`config.mk`:
```
export PLATFORM = sky130hd
export DESIGN_NAME = exc_entry_seq
export DESIGN_NICKNAME = d
export VERILOG_FILES = /design/src/rtl/exc_pkg.sv /design/src/rtl/exc_vector_gen.sv /design/src/rtl/exc_sr_update.sv /design/src/rtl/exc_seq_fsm.sv /design/src/rtl/exc_entry_seq.sv
export SDC_FILE = /design/constraint.sdc
export NUM_CORES = 1
export LEC_CHECK = 0
export BUFFER_PORTS_ARGS = -buffer_cell sky130_fd_sc_hd__buf_2
export CORE_ASPECT_RATIO = 0.6
export CORE_MARGIN = 3
export CORE_UTILIZATION = 45
export DETAILED_ROUTE_END_ITERATION = 16
export PLACE_DENSITY_LB_ADDON = 0.12
export SLEW_MARGIN = 0
export SYNTH_ARGS = -nofsm -noshare
export SYNTH_HDL_FRONTEND = slang
export SYNTH_SLANG_ARGS = --single-unit
export TNS_END_PERCENT = 5
```
`constraint.sdc`:
```
create_clock -name clk -period 3.2 [get_ports clk]
set_input_delay 0 -clock clk [delete_from_list [all_inputs] [get_ports clk]]
set_output_delay 0 -clock clk [all_outputs]
set_load 0.005 [all_outputs]
```
`src/rtl/exc_pkg.sv`:
```
// Package: shared kinds, states and status-register layout for the
// exception entry sequencer. Assumes a 16-bit status register.
package exc_pkg;

    localparam int SR_W          = 16;
    localparam int SR_T_BIT      = 15;
    localparam int SR_S_BIT      = 13;
    localparam int SR_MASK_LSB   = 8;
    localparam int SR_MASK_W     = 3;
    localparam int VEC_W         = 8;
    localparam int AUTOVEC_BASE  = 24;
    localparam int RESET_PC_VEC  = 1;
    localparam logic [SR_W-1:0] RESET_SR =
        SR_W'((1 << SR_S_BIT) | (7 << SR_MASK_LSB));

    typedef enum logic [1:0] {
        K_NONE  = 2'd0,
        K_RESET = 2'd1,
        K_IRQ   = 2'd2,
        K_TRAP  = 2'd3
    } exc_kind_t;

    typedef enum logic [1:0] {
        ST_IDLE  = 2'd0,
        ST_SSP   = 2'd1,
        ST_PUSH  = 2'd2,
        ST_FETCH = 2'd3
    } seq_state_t;

endpackage

```
`src/rtl/exc_vector_gen.sv`:
```
// Vector number former. Interrupts are autovectored from their level,
// traps carry their own number, and reset selects the PC vector (the
// stack pointer vector at 0 is handled by the sequencer's reset path).
// Assumes kind K_IRQ is only presented with a nonzero level.
module exc_vector_gen
    import exc_pkg::*;
(
    input  exc_kind_t        kind,
    input  logic [2:0]       irq_level,
    input  logic [VEC_W-1:0] trap_vec,
    output logic [VEC_W-1:0] vec_num
);

    // Select the vector source by exception kind.
    always_comb begin
        case (kind)
            K_IRQ:   vec_num = VEC_W'(AUTOVEC_BASE) + VEC_W'(irq_level);
            K_TRAP:  vec_num = trap_vec;
            K_RESET: vec_num = VEC_W'(RESET_PC_VEC);
            default: vec_num = '0;
        endcase
    end

endmodule

```
`src/rtl/exc_sr_update.sv`:
```
// Status register rewrite at exception entry: supervisor on, trace off,
// mask loaded for interrupts (with the level) and reset (with 7).
// Reset ignores the incoming status register entirely.
module exc_sr_update
    import exc_pkg::*;
(
    input  exc_kind_t       kind,
    input  logic [SR_W-1:0] sr_in,
    input  logic [2:0]      irq_level,
    output logic [SR_W-1:0] sr_new
);

    // Build the handler's status register from the captured one.
    always_comb begin
        sr_new           = sr_in;
        sr_new[SR_S_BIT] = 1'b1;
        sr_new[SR_T_BIT] = 1'b0;
        case (kind)
            K_RESET: sr_new = RESET_SR;
            K_IRQ:   sr_new[SR_MASK_LSB +: SR_MASK_W] = irq_level;
            default: ;
        endcase
    end

endmodule

```
`src/rtl/exc_seq_fsm.sv`:
```
// Sequencing core: captures the entry context on start, then runs the
// memory accesses one word at a time on a request/acknowledge port:
// reset loads SSP (addresses 0,2); other kinds push PC low, PC high and
// SR with predecrement; all finish by reading the vector (high, low).
// Assumes ADDR_W >= 11 and ADDR_W <= 2*DATA_W; start may arrive at any
// time and always wins over an acknowledge in the same cycle.
module exc_seq_fsm
    import exc_pkg::*;
#(
    parameter int ADDR_W = 24,
    parameter int DATA_W = 16
) (
    input  logic                clk,
    input  logic                rst_n,
    input  logic                start,
    input  logic                start_reset,
    input  logic [VEC_W-1:0]    vec_num,
    input  logic [DATA_W-1:0]   sr_snap,
    input  logic [DATA_W-1:0]   sr_new,
    input  logic [2*DATA_W-1:0] pc_in,
    input  logic [2*DATA_W-1:0] ssp_in,
    output logic                mem_req,
    output logic                mem_we,
    output logic [ADDR_W-1:0]   mem_addr,
    output logic [DATA_W-1:0]   mem_wdata,
    input  logic [DATA_W-1:0]   mem_rdata,
    input  logic                mem_ack,
    output logic                busy,
    output logic                done,
    output logic [DATA_W-1:0]   sr_out,
    output logic [2*DATA_W-1:0] ssp_out,
    output logic [2*DATA_W-1:0] pc_out
);

    localparam int LONG_W    = 2 * DATA_W;
    localparam int PAD_VEC_W = ADDR_W - VEC_W - 2;
    localparam int PAD_LOW_W = ADDR_W - 2;
    localparam int PUSH_LAST = 2;

    seq_state_t          state_q;
    logic [1:0]          widx_q;
    logic [VEC_W-1:0]    vec_q;
    logic [DATA_W-1:0]   snap_q;
    logic [DATA_W-1:0]   sr_q;
    logic [LONG_W-1:0]   ssp_q;
    logic [LONG_W-1:0]   pc_save_q;
    logic [LONG_W-1:0]   pc_q;
    logic [DATA_W-1:0]   hi_q;
    logic                rst_path_q;
    logic                busy_q;
    logic                done_q;

    // State, word counter and context registers.
    always_ff @(posedge clk) begin
        if (!rst_n) begin
            state_q    <= ST_IDLE;
            widx_q     <= '0;
            vec_q      <= '0;
            snap_q     <= '0;
            sr_q       <= '0;
            ssp_q      <= '0;
            pc_save_q  <= '0;
            pc_q       <= '0;
            hi_q       <= '0;
            rst_path_q <= 1'b0;
            busy_q     <= 1'b0;
            done_q     <= 1'b0;
        end else begin
            done_q <= 1'b0;
            if (start) begin
                rst_path_q <= start_reset;
                vec_q      <= vec_num;
                snap_q     <= start_reset ? snap_q : sr_snap;
                sr_q       <= sr_new;
                ssp_q      <= ssp_in;
                pc_save_q  <= pc_in;
                widx_q     <= '0;
                busy_q     <= 1'b1;
                state_q    <= start_reset ? ST_SSP : ST_PUSH;
            end else if (mem_ack) begin
                case (state_q)
                    ST_SSP: begin
                        if (widx_q == 2'd0) begin
                            hi_q   <= mem_rdata;
                            widx_q <= 2'd1;
                        end else begin
                            ssp_q   <= {hi_q, mem_rdata};
                            widx_q  <= '0;
                            state_q <= ST_FETCH;
                        end
                    end
                    ST_PUSH: begin
                        ssp_q <= ssp_q - LONG_W'(2);
                        if (widx_q == 2'(PUSH_LAST)) begin
                            widx_q  <= '0;
                            state_q <= ST_FETCH;
                        end else begin
                            widx_q <= widx_q + 2'd1;
                        end
                    end
                    ST_FETCH: begin
                        if (widx_q == 2'd0) begin
                            hi_q   <= mem_rdata;
                            widx_q <= 2'd1;
                        end else begin
                            pc_q    <= {hi_q, mem_rdata};
                            widx_q  <= '0;
                            busy_q  <= 1'b0;
                            done_q  <= 1'b1;
                            state_q <= ST_IDLE;
                        end
                    end
                    default: ;
                endcase
            end
        end
    end

    // Memory port drive: address and data for the current word.
    always_comb begin
        mem_req   = (state_q != ST_IDLE);
        mem_we    = (state_q == ST_PUSH);
        mem_addr  = '0;
        mem_wdata = '0;
        case (state_q)
            ST_SSP:   mem_addr = {{PAD_LOW_W{1'b0}}, widx_q[0], 1'b0};
            ST_PUSH:  mem_addr = ADDR_W'(ssp_q - LONG_W'(2));
            ST_FETCH: mem_addr = {{PAD_VEC_W{1'b0}}, vec_q, widx_q[0], 1'b0};
            default:  ;
        endcase
        if (state_q == ST_PUSH) begin
            case (widx_q)
                2'd0:    mem_wdata = pc_save_q[DATA_W-1:0];
                2'd1:    mem_wdata = pc_save_q[LONG_W-1:DATA_W];
                default: mem_wdata = snap_q;
            endcase
        end
    end

    assign busy    = busy_q;
    assign done    = done_q;
    assign sr_out  = sr_q;
    assign ssp_out = ssp_q;
    assign pc_out  = pc_q;

    AST_REQ_HOLD: assert property (@(posedge clk) disable iff (!rst_n)
        (mem_req && !mem_ack && !start) |=>
        (mem_req && $stable(mem_addr) && $stable(mem_we) && $stable(mem_wdata)));
    AST_DONE_PULSE: assert property (@(posedge clk) disable iff (!rst_n)
        done |=> !done);
    AST_DONE_IDLE: assert property (@(posedge clk) disable iff (!rst_n)
        done |-> (!busy && !mem_req));
    AST_RESET_NO_WRITE: assert property (@(posedge clk) disable iff (!rst_n)
        (rst_path_q && busy) |-> !mem_we);

endmodule

```
`src/rtl/exc_entry_seq.sv`:
```
// Exception entry sequencer top. Decodes which request is accepted
// (reset at any time, otherwise trap before interrupt when idle; level 0
// interrupts are not requests), forms the vector and new status register,
// and hands them to the sequencing core. Assumes requests are levels held
// by the core; the ones seen while busy are dropped, not queued.
module exc_entry_seq
    import exc_pkg::*;
#(
    parameter int ADDR_W = 24,
    parameter int DATA_W = 16
) (
    input  logic                clk,
    input  logic                rst_n,
    input  logic                req_reset,
    input  logic                req_irq,
    input  logic [2:0]          irq_level,
    input  logic                req_trap,
    input  logic [7:0]          trap_vec,
    input  logic [15:0]         sr_in,
    input  logic [31:0]         pc_in,
    input  logic [31:0]         ssp_in,
    output logic                mem_req,
    output logic                mem_we,
    output logic [ADDR_W-1:0]   mem_addr,
    output logic [15:0]         mem_wdata,
    input  logic [15:0]         mem_rdata,
    input  logic                mem_ack,
    output logic                busy,
    output logic                done,
    output logic [15:0]         sr_out,
    output logic [31:0]         ssp_out,
    output logic [31:0]         pc_out
);

    exc_kind_t        kind;
    logic             start;
    logic [VEC_W-1:0] vec_num;
    logic [SR_W-1:0]  sr_new;

    // Acceptance decode with fixed precedence.
    always_comb begin
        if (req_reset)
            kind = K_RESET;
        else if (busy)
            kind = K_NONE;
        else if (req_trap)
            kind = K_TRAP;
        else if (req_irq && (irq_level != 3'd0))
            kind = K_IRQ;
        else
            kind = K_NONE;
        start = (kind != K_NONE);
    end

    exc_vector_gen u_vec (
        .kind      (kind),
        .irq_level (irq_level),
        .trap_vec  (trap_vec),
        .vec_num   (vec_num)
    );

    exc_sr_update u_sr (
        .kind      (kind),
        .sr_in     (sr_in),
        .irq_level (irq_level),
        .sr_new    (sr_new)
    );

    exc_seq_fsm #(
        .ADDR_W (ADDR_W),
        .DATA_W (DATA_W)
    ) u_fsm (
        .clk         (clk),
        .rst_n       (rst_n),
        .start       (start),
        .start_reset (kind == K_RESET),
        .vec_num     (vec_num),
        .sr_snap     (sr_in),
        .sr_new      (sr_new),
        .pc_in       (pc_in),
        .ssp_in      (ssp_in),
        .mem_req     (mem_req),
        .mem_we      (mem_we),
        .mem_addr    (mem_addr),
        .mem_wdata   (mem_wdata),
        .mem_rdata   (mem_rdata),
        .mem_ack     (mem_ack),
        .busy        (busy),
        .done        (done),
        .sr_out      (sr_out),
        .ssp_out     (ssp_out),
        .pc_out      (pc_out)
    );

    AST_SR_SUPER: assert property (@(posedge clk) disable iff (!rst_n)
        done |-> (sr_out[SR_S_BIT] && !sr_out[SR_T_BIT]));
    AST_BUSY_AFTER_START: assert property (@(posedge clk) disable iff (!rst_n)
        start |=> busy);

endmodule

```
After elaboration in Yosys (flattened, before gate mapping)
Index checks and enable logic that the tools add are counted.

operators by class
  reductions and logical operators = 20
  eq/ne operators = 12
  muxes and demuxes = 30
  bitwise operators = 6
  add/subtract/negate cells = 3

operators by type and width
  operator                                              number
  two-way mux 32 bit                                    3
  one-hot mux 24 bit (3 select lines)                   1
  one-hot mux 32 bit (2 select lines)                   1
  one-hot mux 16 bit (2 select lines)                   1
  subtractor 32 x 2 -> 32 bit (second input constant)   1
  one-hot mux 8 bit (3 select lines)                    1
  two-way mux 2 bit                                     11
  two-way mux 16 bit                                    1
  equality test 2 bit (second input constant)           5
  nonzero test 2 bit                                    5
  two-way mux 8 bit                                     1
  AND reduction 4 bit                                   2
  adder 5 x 3 -> 6 bit (first input constant)           1
  equality test 2 x 1 -> 1 bit (second input constant)  3
  two-way mux 1 bit                                     6
  inequality test 3 bit (second input constant)         2
  NOT 1 bit                                             6
  one-hot mux 2 bit (3 select lines)                    1
  one-hot mux 3 bit (2 select lines)                    1
  AND reduction 3 bit                                   2
  nonzero test 3 bit                                    2
  AND reduction 5 bit                                   1
  two-way mux 4 bit                                     1
  one-hot mux 2 bit (2 select lines)                    1
  9 further kinds                                       11

storage, ports and cells
  flip-flop bits (word level) = 158
  bits of input ports = 113
  word-level logic and storage cells = 82
  output and inout port bits = 124

Depth between registers and ports, before layout
Gate-level depths: netlist (run 1).

  depth after elaboration = 9
  gate-level depth with buffers = 12
  mapped depth without buffers = 10

Cells and area by module
Synthesis (run 1) repeated with hierarchy kept, for this count alone.

second synthesis, totals
  cells, all modules = 984
  area total of the unflattened synthesis = 7,770.0 sq um

modules (own cells, without submodules)
  module          instances  sequential area each (sq um)  area each (sq um)  cells an instance
  exc_seq_fsm     1          3,163.0                       7,413.4            931
  exc_sr_update   1          0.0                           206.4              30
  exc_vector_gen  1          0.0                           103.8              15
  exc_entry_seq   1          0.0                           46.3               8

Worst setup path after synthesis (run 1)
Ideal clock, no wire load.

  path type = register to register
  from = register u_fsm.ssp_q[17] (netlist: u_fsm.ssp_out[17])
  to = register u_fsm.ssp_q[23] (netlist: u_fsm.ssp_out[23])
  stages on the path, launching flop included = 8
  setup time = 77 ps
  buffers on the path = 2
  data required time = 3,123 ps
  period minus slack after synthesis = 2,494 ps
  arrival time = 2,417 ps
  path slack = 706 ps
  cell sequence = dfxtp_1 > buf_6 > or4_4 > buf_6 > or4_4 > or2_4 > or4_4 > a41oi_2

on the way
  cells in the longest elaborated chain, start to end = 4

ends and longest elaborated chain
  element                              line               source
  from (decl)                          exc_seq_fsm.sv:45  logic [LONG_W-1:0] ssp_q;
  from (signal assigned)               exc_seq_fsm.sv:75  ssp_q <= ssp_in;
  from (signal assigned)               exc_seq_fsm.sv:87  ssp_q <= {hi_q, mem_rdata};
  from (signal assigned)               exc_seq_fsm.sv:93  ssp_q <= ssp_q - LONG_W'(2);
  subtractor 32 x 2 -> 32 bit          exc_seq_fsm.sv:93
  one-hot mux 32 bit (2 select lines)  exc_seq_fsm.sv:81  case (state_q)
  two-way mux 32 bit                   exc_seq_fsm.sv:80  end else if (mem_ack) begin
  two-way mux 32 bit                   exc_seq_fsm.sv:70  if (start) begin

No other way between the ends. The select of a mux whose other input is x is not followed.
A chain may end at the register's enable or synchronous reset.

Worst setup path in the final report (run 1)
  from = register u_fsm.busy_q (netlist: u_fsm.busy)
  to = register u_fsm.vec_q[0]

on the way
  cells in the longest elaborated chain, start to end = 4
  elaborated cells between the ends (all ways) = 7
  classes of those cells = 3 x eq/ne; 3 x mux; 1 x reduce/logical

ends and longest elaborated chain
  element                                                              line                  source
  from (decl)                                                          exc_seq_fsm.sv:50     logic busy_q;
  from (signal assigned)                                               exc_seq_fsm.sv:66     busy_q <= 1'b0;
  from (signal assigned)                                               exc_seq_fsm.sv:78     busy_q <= 1'b1;
  from (signal assigned)                                               exc_seq_fsm.sv:108    busy_q <= 1'b0;
  two-way mux 2 bit *                                                  exc_entry_seq.sv:44   else if (busy)
  two-way mux 2 bit *                                                  exc_entry_seq.sv:42   if (req_reset)
  equality test 2 x 1 -> 1 bit or equality test 2 bit (tied branches)  exc_vector_gen.sv:16  case (kind)
  one-hot mux 8 bit (3 select lines)                                   exc_vector_gen.sv:16
  to (signal assigned)                                                 exc_seq_fsm.sv:72     vec_q <= vec_num;
  to (decl)                                                            exc_seq_fsm.sv:42     logic [VEC_W-1:0] vec_q;

Every way passes the cells marked *; elsewhere a longest branch is shown, timed or not.

==> out/metrics.yaml, run 1 <==
hold_path:
  min-delay-start: "ssp_in[31]"
  hp-class: "in2reg"
power:
  p_switching_w: 0.00159
  switching_share_pct: 30.5
  p_comb_share_pct: 18.5
  power_frac_clock_pct: 39.5
  p_per_area_nw_per_um2: 490
  p_int_w: 0.00362
  ir_worst_vdd_mv: 0.338
  pwr-share-seq_pct: 41.9
  p_total_w: 0.00521
  leakage_nw: 4.63
worst_setup_path:
  cp_slowest_cell: "dlygate4sd3_1"
  crit_chain: "nor3b_1 -> nor2_1 -> or2_2 -> ha_4 -> buf_4 -> or2_4 -> a221oi_1 -> dlygate4sd3_1 -> nor2_1"
  start_kind: "flip-flop"
  crit_type: "reg2reg"
  endpoint_kind: "flip-flop"
  worst_path_largest_cell_delay_ns: 0.58
  reg2regPathDepth: 9
  r2r_start: "u_fsm.busy$_SDFFE_PN0P_"
  crit_end: "u_fsm.vec_q[0]$_SDFFE_PN0P_"
  crit_family: "simple AND/OR/NAND/NOR gates"
  cpMostUsedCell: "nor2_1"
  cp_max_fo: 20
  cp.required_ns: 3.52
  reg2reg_slack_ns: 0.31
  path_depth: 9
  critPathBufInv: 2
  cp-startpoint: "u_fsm.busy$_SDFFE_PN0P_"
  worstPathArrival_ns: 3.21
  reg2reg_to: "u_fsm.vec_q[0]$_SDFFE_PN0P_"
die:
  dieWidth_um: 174
  die-area_um2: 18700
  core-area_um2: 16400
  die_h_um: 107
  row_count: 36
  num_io_pins: 237
  initial_utilization_pct: 46.5
clocking:
  post_cts_buffers: 0
  clk_path_buf_depth: 2
  worstSkewPairLatency_ns: 0.42
  clk_pin_slew_worst_paths_ns: 0.07
  cts_tree: "yes"
  htree_num_levels: 4
  numCtsBuffers: 17
  cts_root_buf: "clkbuf_16"
  cts_sinks: 157
logic_synthesis:
  yosysTopAreaCell: "dfxtp_1"
  async_flop_share_pct: 0
  yosys-top-cells-area: "dfxtp_1 (41%), mux2i_1 (9.4%), nor2_1 (7.5%), nand2_1 (7.4%), a21oi_1 (7.2%)"
  avgSynthCellArea_um2: 7.85
  synth_enable_flop_cells: 0
  synth_cell_types: 64
  synth.ff_latch_count: 157
  synth_top_area_share_pct: 41.1
  synth-seq-area-share_pct: 41.1
  synthCells: 975
  synth_flop_cell: "dfxtp_1"
  synthesis.area_um2: 7650
  syn_nets: 1093
  yosys_warnings: 0
finish:
  final_common_cell: "buf_2"
  multiInputGateArea_um2: 4180
  drive_gt1_share_pct: 24.1
  fillerInstances: 1516
  final_cell_mix: "buf_2 (235), dfxtp_1 (157), nor2_1 (152)"
  regArea_um2: 3140
  antenna_cells: 0
  syn2layout_area_growth_pct: 38.9
  nets: 1396
sta:
  fin_tns_setup_ns: 0
  hold_viol: 0
  layout_worst_path_cycle_share_pct: 90.4
  worst_slew_pin_slew_ns: 1.15
  setup_ws_ns: 0.306
  grt_setup_unrepaired: "no"
  fin_skew_ns: 0.0127
  slew_headroom_pct: 23.2
  setup_viol: 0
  max_freq_mhz: 346
  slew_violations: 0
  layout_min_cycle_time_ns: 2.89
global_routing:
  grt_pass1_vias: 7725
  grt_pass1_wl_um: 44000
  grtUsageTotal_pct: 30.0
  grt_overflow: 0
  grt_max_degree: 55
  antenna_found_initial: 0
placed_design:
  io_buffers: 235
  post-place-ws_ns: 0.524
  routabilityCongestion: 0.940
  post-dp-hpwl_um: 20100
detailed_routing:
  route.detailed.drc: 0
  vias: 8397
  drtIter0Drc: 887
  ant_nets: 0
  drt-pass1-iter-count: 5
  viasPerCell: 5.53
  wl_per_cell_um: 18.7
  wirelength_um: 28500
status:
  outcome: "finished clean"
run:
  drv_cap: 0
state kept, by name, indices dropped and copies added (netlist names):
register / flops
u_fsm.pc_out: 32
u_fsm.ssp_out: 32
u_fsm.state_q: 2
u_fsm.done: 1
u_fsm.widx_q: 2
u_fsm.busy: 1
u_fsm.pc_save_q: 32
u_fsm.snap_q: 16
u_fsm.hi_q: 16
u_fsm.vec_q: 8
u_fsm.sr_out: 15
layout make-up:
class	instances	area share, %
tap	228	2.68
timing repair buffer	360	22.3
inverter	11	0.412
clock inverter	14	1.62
sequential	157	29.6
clock buffer	18	4.04
multi-input combinational	731	39.4
synth_stat cells (all sizes together), types with 4 or more instances:
cell type	count
a211oi	7
a221oi	7
a31oi	7
nor2	152
o211ai	8
o21ai	40
a21oi	110
nand2	150
nor4	14
nand3	16
mux2i	72
nor2b	7
xnor2	14
ha	5
clkbuf	60
xor2	8
dfxtp	157
o22ai	4
and3	5
inv	11
or2	7
nor3	15
buf	16
and2	4
o21a	6
or4	4
a21o	5
nand4	8
repair_timing:
| item | in CTS | in global routing |
|---|---|---|
| resized for setup | 0 | 2 |
| hold buffers | 101 | 0 |
| hold endpoints to repair | 126 | 0 |
| setup endpoints to repair | 0 | 2 |
metrics by stage:
step	instances	hold WS [ns]	cell area (um2)	util, %
2_1_floorplan	975	0.136	7650	-
3_3_place_gp	1386	0.230	9010	54.8
3_5_place_dp	1386	0.235	9010	54.8
4_1_cts	1519	0.00174	10600	64.6
5_1_grt	1519	0.0542	10600	64.6
6_report	1519	0.0104	10600	64.6
worst min-delay path, cell delays in order:
cell and delay (ns):
buf_2 0.08, o21ai_0 0.07, nor2_1 0.08, o221ai_1 0.11, nand2_1 0.06
power by group through the flow:
stage	Clock, W	Sequential [W]	Combinational, W
after floorplan	0	0.00218	0.000532
after global placement	0	0.00222	0.000839
after detailed placement	0	0.00222	0.000843
after CTS	0.00208	0.00218	0.000947
after global routing	0.00218	0.00220	0.00105
final	0.00206	0.00219	0.000964
metal layers:
layer | track usage, % | wire, um
met5 | 3.06 | 75
met3 | 9.77 | 3540
met2 | 40.3 | 11300
met4 | 5.73 | 305
met1 | 45.8 | 13300
how the worst min path moves through the flow:
| stage | endpoint | slack (ns) | cells past startpoint |
|---|---|---|---|
| floorplan | u_fsm.snap_q[10]$_SDFFE_PN0P_ | 0.14 | 2 |
| global route | u_fsm.ssp_out[11]$_SDFFE_PN0P_ | 0.05 | 5 |
| CTS | u_fsm.ssp_out[11]$_SDFFE_PN0P_ | 0.002 | 5 |
| detailed placement | u_fsm.pc_save_q[31]$_SDFFE_PN0P_ | 0.23 | 3 |
| global placement | u_fsm.pc_save_q[19]$_SDFFE_PN0P_ | 0.23 | 3 |
| finish | u_fsm.ssp_out[31]$_SDFFE_PN0P_ | 0.01 | 5 |
kinds of logic (layout without fill, tap and decap cells):
family	count (synthesis)	in the layout	share of synthesized area (%)
buffers and inverters	87	403	4.55
xor gates and xnor gates	22	22	2.52
DFF	157	157	41.1
other	1	1	0.0490
muxes	75	75	9.86
AOI/OAI and AO/OA	227	227	17.9
adders and majority gates	5	5	0.818
and+or+nand+nor	401	401	23.3
Power figures use the tool's default switching activity.
==> inputs of run 2 (changes only) <==
--- a/config.mk
+++ b/config.mk
@@ -10,6 +10,7 @@
 export CORE_MARGIN = 3
 export CORE_UTILIZATION = 45
 export DETAILED_ROUTE_END_ITERATION = 16
+export HOLD_SLACK_MARGIN = 0.06
 export PLACE_DENSITY_LB_ADDON = 0.12
 export SLEW_MARGIN = 0
 export SYNTH_ARGS = -nofsm -noshare
==> constraint.sdc (replaced) <==
create_clock -name clk -period 2.65 [get_ports clk]
set_input_delay 0 -clock clk [delete_from_list [all_inputs] [get_ports clk]]
set_output_delay 0 -clock clk [all_outputs]
set_load 0.005 [all_outputs]
==> run 2 against run 1 <==
Against the previous run: largest cell class unchanged; cell area up 1.7%; combinational power grew 28%; first-iteration DRC count rose by 9.9%; fmax increased by 15%; critical path depth up 1; via count is 0.44% higher; register-to-register slack lost 0.16 ns; clock-buffer cell count is 1 lower; die area did not move; hold slack gained 0.081 ns; utilization grew 1.1 points; largest power group unchanged; sequential cell count is the same.
==> out/metrics.yaml, run 2 (synthesis gave the netlist of run 1 again) <==
status:
  outcome: "finished clean"  # unchanged
clocking:
  worstSkewPairLatency_ns: 0.42  # about the same
  cts_tree: "yes"  # unchanged
  numCtsBuffers: 17  # unchanged
  cts_root_buf: "clkbuf_16"  # unchanged
  htree_num_levels: 4  # unchanged
  cts_sinks: 157  # unchanged
  clk_pin_slew_worst_paths_ns: 0.07  # about the same
  clk_path_buf_depth: 2  # unchanged
detailed_routing:
  ant_nets: 0  # unchanged
  route.detailed.drc: 0  # unchanged
  wl_per_cell_um: 18.8  # was 18.7 um
  drtIter0Drc: 975  # was 887
  vias: 8434  # was 8397
  viasPerCell: 5.49  # was 5.53
  wirelength_um: 28800  # was 28500 um
  drt-pass1-iter-count: 5  # unchanged
worst_setup_path:
  critPathBufInv: 3  # was 2
  cp_max_fo: 15  # was 20
  crit_chain: "nor3b_1 -> nor2_1 -> or2_2 -> ha_4 -> inv_1 -> buf_4 -> a21oi_1 -> buf_4 -> o21ai_0 -> a31oi_1"  # was nor3b_1 -> nor2_1 -> or2_2 -> ha_4 -> buf_4 -> or2_4 -> a221oi_1 -> dlygate4sd3_1 -> nor2_1
  worst_path_largest_cell_delay_ns: 0.34  # was 0.58 ns
  cpMostUsedCell: "buf_4"  # was nor2_1
  cp_slowest_cell: "dfxtp_1"  # was dlygate4sd3_1
  crit_family: "simple AND/OR/NAND/NOR gates"  # unchanged
  endpoint_kind: "flip-flop"  # unchanged
  cp.required_ns: 2.92  # was 3.52 ns
  crit_type: "reg2reg"  # unchanged
  worstPathArrival_ns: 2.78  # was 3.21 ns
  start_kind: "flip-flop"  # unchanged
sta:
  worst_slew_pin_slew_ns: 0.762  # was 1.15 ns
  max_freq_mhz: 399  # was 346 MHz
  setup_viol: 0  # unchanged
  layout_min_cycle_time_ns: 2.51  # was 2.89 ns
  fin_skew_ns: 0.0132  # was 0.0127 ns
  grt_setup_unrepaired: "yes"  # was no
  whs_ns: 0.0918  # was 0.0104 ns
  layout_worst_path_cycle_share_pct: 94.6  # was 90.4%
  fin_tns_setup_ns: 0  # unchanged
  slew_headroom_pct: 48.7  # was 23.2%
  setup_ws_ns: 0.144  # was 0.306 ns
  slew_violations: 0  # unchanged
  hold_viol: 0  # unchanged
placed_design:
  dp_cells: 1402  # was 1386
  io_buffers: 235  # unchanged
  routabilityCongestion: 0.966  # was 0.940
  post-dp-hpwl_um: 20300  # was 20100 um
  dpl-instance-area_um2: 9170  # was 9010 um2
  post-place-ws_ns: 0.144  # was 0.524 ns
global_routing:
  antenna_found_initial: 1  # was 0
  grt_overflow: 0  # unchanged
  grt_pass1_wl_um: 44700  # was 44000 um
  grt_pass1_vias: 8027  # was 7725
  grtUsageTotal_pct: 30.4  # was 30.0%
  grt_max_degree: 67  # was 55
finish:
  antenna_cells: 0  # unchanged
  final_cell_mix: "buf_2 (235), dfxtp_1 (157), nor2_1 (152)"  # unchanged
  fin_area_um2: 10800  # was 10600 um2
  nets: 1413  # was 1396
  final_common_cell: "buf_2"  # unchanged
  instances_no_fill: 1535  # was 1519
  syn2layout_area_growth_pct: 41.3  # was 38.9%
  drive_gt1_share_pct: 25.3  # was 24.1%
run:
  drv_cap: 0  # unchanged
power:
  power_frac_clock_pct: 39.5  # about the same
  p_comb_share_pct: 19.3  # was 18.5%
  p_int_w: 0.00448  # was 0.00362 W
  ir_worst_vdd_mv: 0.445  # was 0.338 mV
  pwr-share-seq_pct: 41.2  # was 41.9%
  switching_share_pct: 29.7  # was 30.5%
  p_switching_w: 0.00189  # was 0.00159 W
  leakage_nw: 4.73  # was 4.63 nW
  p_per_area_nw_per_um2: 589  # was 490 nW/um2
die:
  initial_utilization_pct: 46.5  # unchanged
  row_count: 36  # unchanged
  dieWidth_um: 174  # unchanged
  die_h_um: 107  # unchanged
  die-area_um2: 18700  # unchanged
  core-area_um2: 16400  # unchanged
  num_io_pins: 237  # unchanged
hold_path:
  hp-class: "in2reg"  # unchanged
## run 2: changes by cell type in the layout (fill, tap and decap cells not counted), sizes merged
cell and change:
clkbuf -1, clkinv -2, clkinvlp +1, bufinv +1, buf +16, dlygate4sd3 +1
## run 2: repair_timing
| item | 4_1_cts | 5_1_grt |
|---|---|---|
| hold buffers | 102 | 0 |
| setup buffers | 0 | 0 |
| setup endpoints to repair | 0 | 8 |
| gates resized for setup | 0 | 4 |
| endpoints found under the hold margin | 129 | 0 |
## run 2: path summary, 6_finish.rpt
| check | start | end | cells after the start | slack [ns] |
|---|---|---|---|---|
| max | u_fsm.busy$_SDFFE_PN0P_ | u_fsm.ssp_out[22]$_SDFFE_PN0P_ | 10 | 0.14 |
| min | mem_ack | u_fsm.widx_q[1]$_SDFFE_PP0P_ | 3 | 0.09 |
| min reg2reg | u_fsm.pc_out[4]$_SDFFE_PN0P_ | u_fsm.pc_out[4]$_SDFFE_PN0P_ | 2 | 0.45 |
| max reg2reg | u_fsm.busy$_SDFFE_PN0P_ | u_fsm.ssp_out[22]$_SDFFE_PN0P_ | 10 | 0.14 |
## run 2: power groups by stage
stage / registers, W / clock network, W / logic, W
finish: 0.00262 / 0.00252 / 0.00123
global route: 0.00264 / 0.00266 / 0.00134
CTS: 0.00262 / 0.00256 / 0.00120
detailed placement: 0.00267 / 0 / 0.00108
global placement: 0.00267 / 0 / 0.00107
floorplan: 0.00263 / 0 / 0.000642
## run 2: per-layer routing
layer  global-route usage (%)  share of wire [%]
met1                     45.3                 46
met2                     40.8                 39
met3                     11.3                 13
met4                     7.34                1.8
met5                        0              0.028
## run 2: stage by stage
stage | util [%] | total power [W]
after CTS | 65.6 | 0.00638
final | 65.8 | 0.00637
after global routing | 65.8 | 0.00664
after global placement | 55.8 | 0.00374
after detailed placement | 55.8 | 0.00375
after floorplan | - | 0.00328
## run 2: worst min-delay path, cell delays in order
cell      delay, ns
buf_2          0.23
nand4b_1       0.15
a21oi_1        0.06
## run 2: layout make-up
class / instances / area, um2
Fill cell: 1440 / 5630
Timing Repair Buffer: 377 / 2530
Clock inverter: 14 / 174
Multi-Input combinational cell: 731 / 4200
Clock buffer: 17 / 425
Tap cell: 228 / 285
Sequential cell: 157 / 3140
Inverter: 11 / 43.8
==> inputs of run 3 (changes only) <==
--- a/config.mk
+++ b/config.mk
@@ -11,7 +11,7 @@
 export CORE_UTILIZATION = 45
 export DETAILED_ROUTE_END_ITERATION = 16
 export HOLD_SLACK_MARGIN = 0.06
-export PLACE_DENSITY_LB_ADDON = 0.12
+export PLACE_DENSITY = 0.78
 export SLEW_MARGIN = 0
 export SYNTH_ARGS = -nofsm -noshare
 export SYNTH_HDL_FRONTEND = slang
==> run 3 against run 2 <==
Against the previous run: combinational power up 3%; cell area rose by 0.52%; setup slack worse by 0.038 ns; utilization increased by 0.34 points; sequential cell count unchanged; non-clock buffer count grew 12; sequential share of layout area decreased by 0.15 points; final cell count rose by 0.85%; critical path type unchanged.
==> out/metrics.yaml, run 3 (synthesis gave the netlist of run 1 again) <==
worst_setup_path:
  crit_family: "buffers and inverters"  # was simple AND/OR/NAND/NOR gates
  crit_type: "reg2reg"  # unchanged
  start_kind: "flip-flop"  # unchanged
  worstPathArrival_ns: 2.90  # was 2.78 ns
  crit_chain: "nor2b_1 -> or2_2 -> inv_1 -> ha_4 -> buf_4 -> buf_6 -> a221oi_1 -> dlygate4sd3_1 -> nor2_1"  # was nor3b_1 -> nor2_1 -> or2_2 -> ha_4 -> inv_1 -> buf_4 -> a21oi_1 -> buf_4 -> o21ai_0 -> a31oi_1
  r2r_start: "u_fsm.busy$_SDFFE_PN0P_"  # unchanged
  critPathBufInv: 4  # was 3
  worst_path_largest_cell_delay_ns: 0.57  # was 0.34 ns
  cp_slowest_cell: "dlygate4sd3_1"  # was dfxtp_1
  cp_max_fo: 19  # was 15
  endpoint_kind: "flip-flop"  # unchanged
  cp-startpoint: "u_fsm.busy$_SDFFE_PN0P_"  # unchanged
  cp.required_ns: 3.01  # was 2.92 ns
die:
  num_io_pins: 237  # unchanged
  dieWidth_um: 174  # unchanged
  die_h_um: 107  # unchanged
  die-area_um2: 18700  # unchanged
  row_count: 36  # unchanged
  core-area_um2: 16400  # unchanged
  initial_utilization_pct: 46.5  # unchanged
finish:
  final_cell_mix: "buf_2 (235), dfxtp_1 (157), nor2_1 (152)"  # unchanged
  final_common_cell: "buf_2"  # unchanged
  fin_area_um2: 10900  # was 10800 um2
  syn2layout_area_growth_pct: 42.0  # was 41.3%
  nets: 1425  # was 1413
  drive_gt1_share_pct: 25.5  # was 25.3%
status:
  outcome: "finished clean"  # unchanged
sta:
  slew_violations: 0  # unchanged
  setup_viol: 0  # unchanged
  slew_headroom_pct: 61.6  # was 48.7%
  worst_slew_pin_slew_ns: 0.568  # was 0.762 ns
  layout_min_cycle_time_ns: 2.54  # was 2.51 ns
  fin_skew_ns: 0.0162  # was 0.0132 ns
  fin_tns_setup_ns: 0  # unchanged
  setup_ws_ns: 0.106  # was 0.144 ns
  max_freq_mhz: 393  # was 399 MHz
  hold_viol: 0  # unchanged
  whs_ns: 0.0998  # was 0.0918 ns
  layout_worst_path_cycle_share_pct: 96.0  # was 94.6%
placed_design:
  io_buffers: 235  # unchanged
  routabilityCongestion: 0.972  # was 0.966
  post-dp-hpwl_um: 21100  # was 20300 um
  dpl-instance-area_um2: 9240  # was 9170 um2
  post-place-ws_ns: 0.265  # was 0.144 ns
power:
  p_per_area_nw_per_um2: 568  # was 589 nW/um2
  leakage_nw: 4.75  # was 4.73 nW
  ir_worst_vdd_mv: 0.410  # was 0.445 mV
hold_path:
  hp-class: "in2reg"  # unchanged
  min-delay-start: "ssp_in[1]"  # was mem_ack
global_routing:
  grt_pass1_vias: 8245  # was 8027
  grt_max_degree: 61  # was 67
  grtUsageTotal_pct: 31.3  # was 30.4%
  antenna_found_initial: 0  # was 1
  grt_pass1_wl_um: 46000  # was 44700 um
  grt_overflow: 0  # unchanged
clocking:
  worstSkewPairLatency_ns: 0.42  # about the same
  clk_pin_slew_worst_paths_ns: 0.07  # about the same
  cts_root_buf: "clkbuf_16"  # unchanged
  cts_sinks: 157  # unchanged
  numCtsBuffers: 17  # unchanged
  cts_tree: "yes"  # unchanged
  clk_path_buf_depth: 2  # unchanged
  htree_num_levels: 4  # unchanged
detailed_routing:
  wl_per_cell_um: 19.3  # was 18.8 um
  wirelength_um: 29900  # was 28800 um
  viasPerCell: 5.66  # was 5.49
  drtIter0Drc: 1141  # was 975
  route.detailed.drc: 0  # unchanged
  vias: 8756  # was 8434
  drt-pass1-iter-count: 5  # unchanged
  ant_nets: 0  # unchanged
run:
  drv_cap: 0  # unchanged
run 3: tightest hold or removal path: stages:
cell and delay, ns:
buf_2 0.08, o21ai_0 0.13, a221oi_1 0.24
run 3: layer usage:
| metal | track usage [%] | vias up | share of wire, % |
|---|---|---|---|
| met5 | 0 | - | 0 |
| met4 | 7.86 | 0 | 1.7 |
| met3 | 11.9 | 54 | 14 |
| met2 | 45.5 | 560 | 41 |
| met1 | 43.6 | 4074 | 43 |
| li1 | - | 4068 | - |
run 3: where the power goes:
group | internal (W) | leakage, nW | switching [W]
Combinational | 0.000577 | 3.21 | 0.000691
Clock | 0.00122 | 0.246 | 0.00107
Sequential | 0.00249 | 1.29 | 0.000123
Total | 0.00428 | 4.75 | 0.00188
run 3: through the flow:
stage	cells	power (W)	utilization [%]
CTS	1547	0.00615	65.9
floorplan	975	0.00328	-
global route	1547	0.00642	66.1
finish	1548	0.00617	66.1
global placement	1410	0.00375	56.2
detailed placement	1410	0.00376	56.2
run 3: repair_timing:
action / 4_1_cts / 5_1_grt
setup buffers: 0 / 0
resized for setup: 0 / 7
hold endpoints to repair: 132 / 0
setup endpoints to repair: 0 / 5
hold buffers: 106 / 0
run 3: worst paths after layout:
check,to,slack (ns),depth (start not counted)
worst max-delay path,u_fsm.vec_q[1]$_SDFFE_PN0P_,0.11,9
worst min-delay path,u_fsm.ssp_out[1]$_SDFFE_PN0P_,0.1,3
worst max register to register,u_fsm.vec_q[1]$_SDFFE_PN0P_,0.11,9
worst min register to register,u_fsm.pc_out[5]$_SDFFE_PN0P_,0.45,2
run 3: area by class of cell:
class | instances | area [um2]
timing repair buffer | 389 | 2660
antenna | 1 | 2.50
sequential | 157 | 3140
tap | 228 | 285
clock inverter | 13 | 108
inverter | 11 | 43.8
clock buffer | 18 | 429
multi-input combinational | 731 | 4200
fill | 1437 | 5570
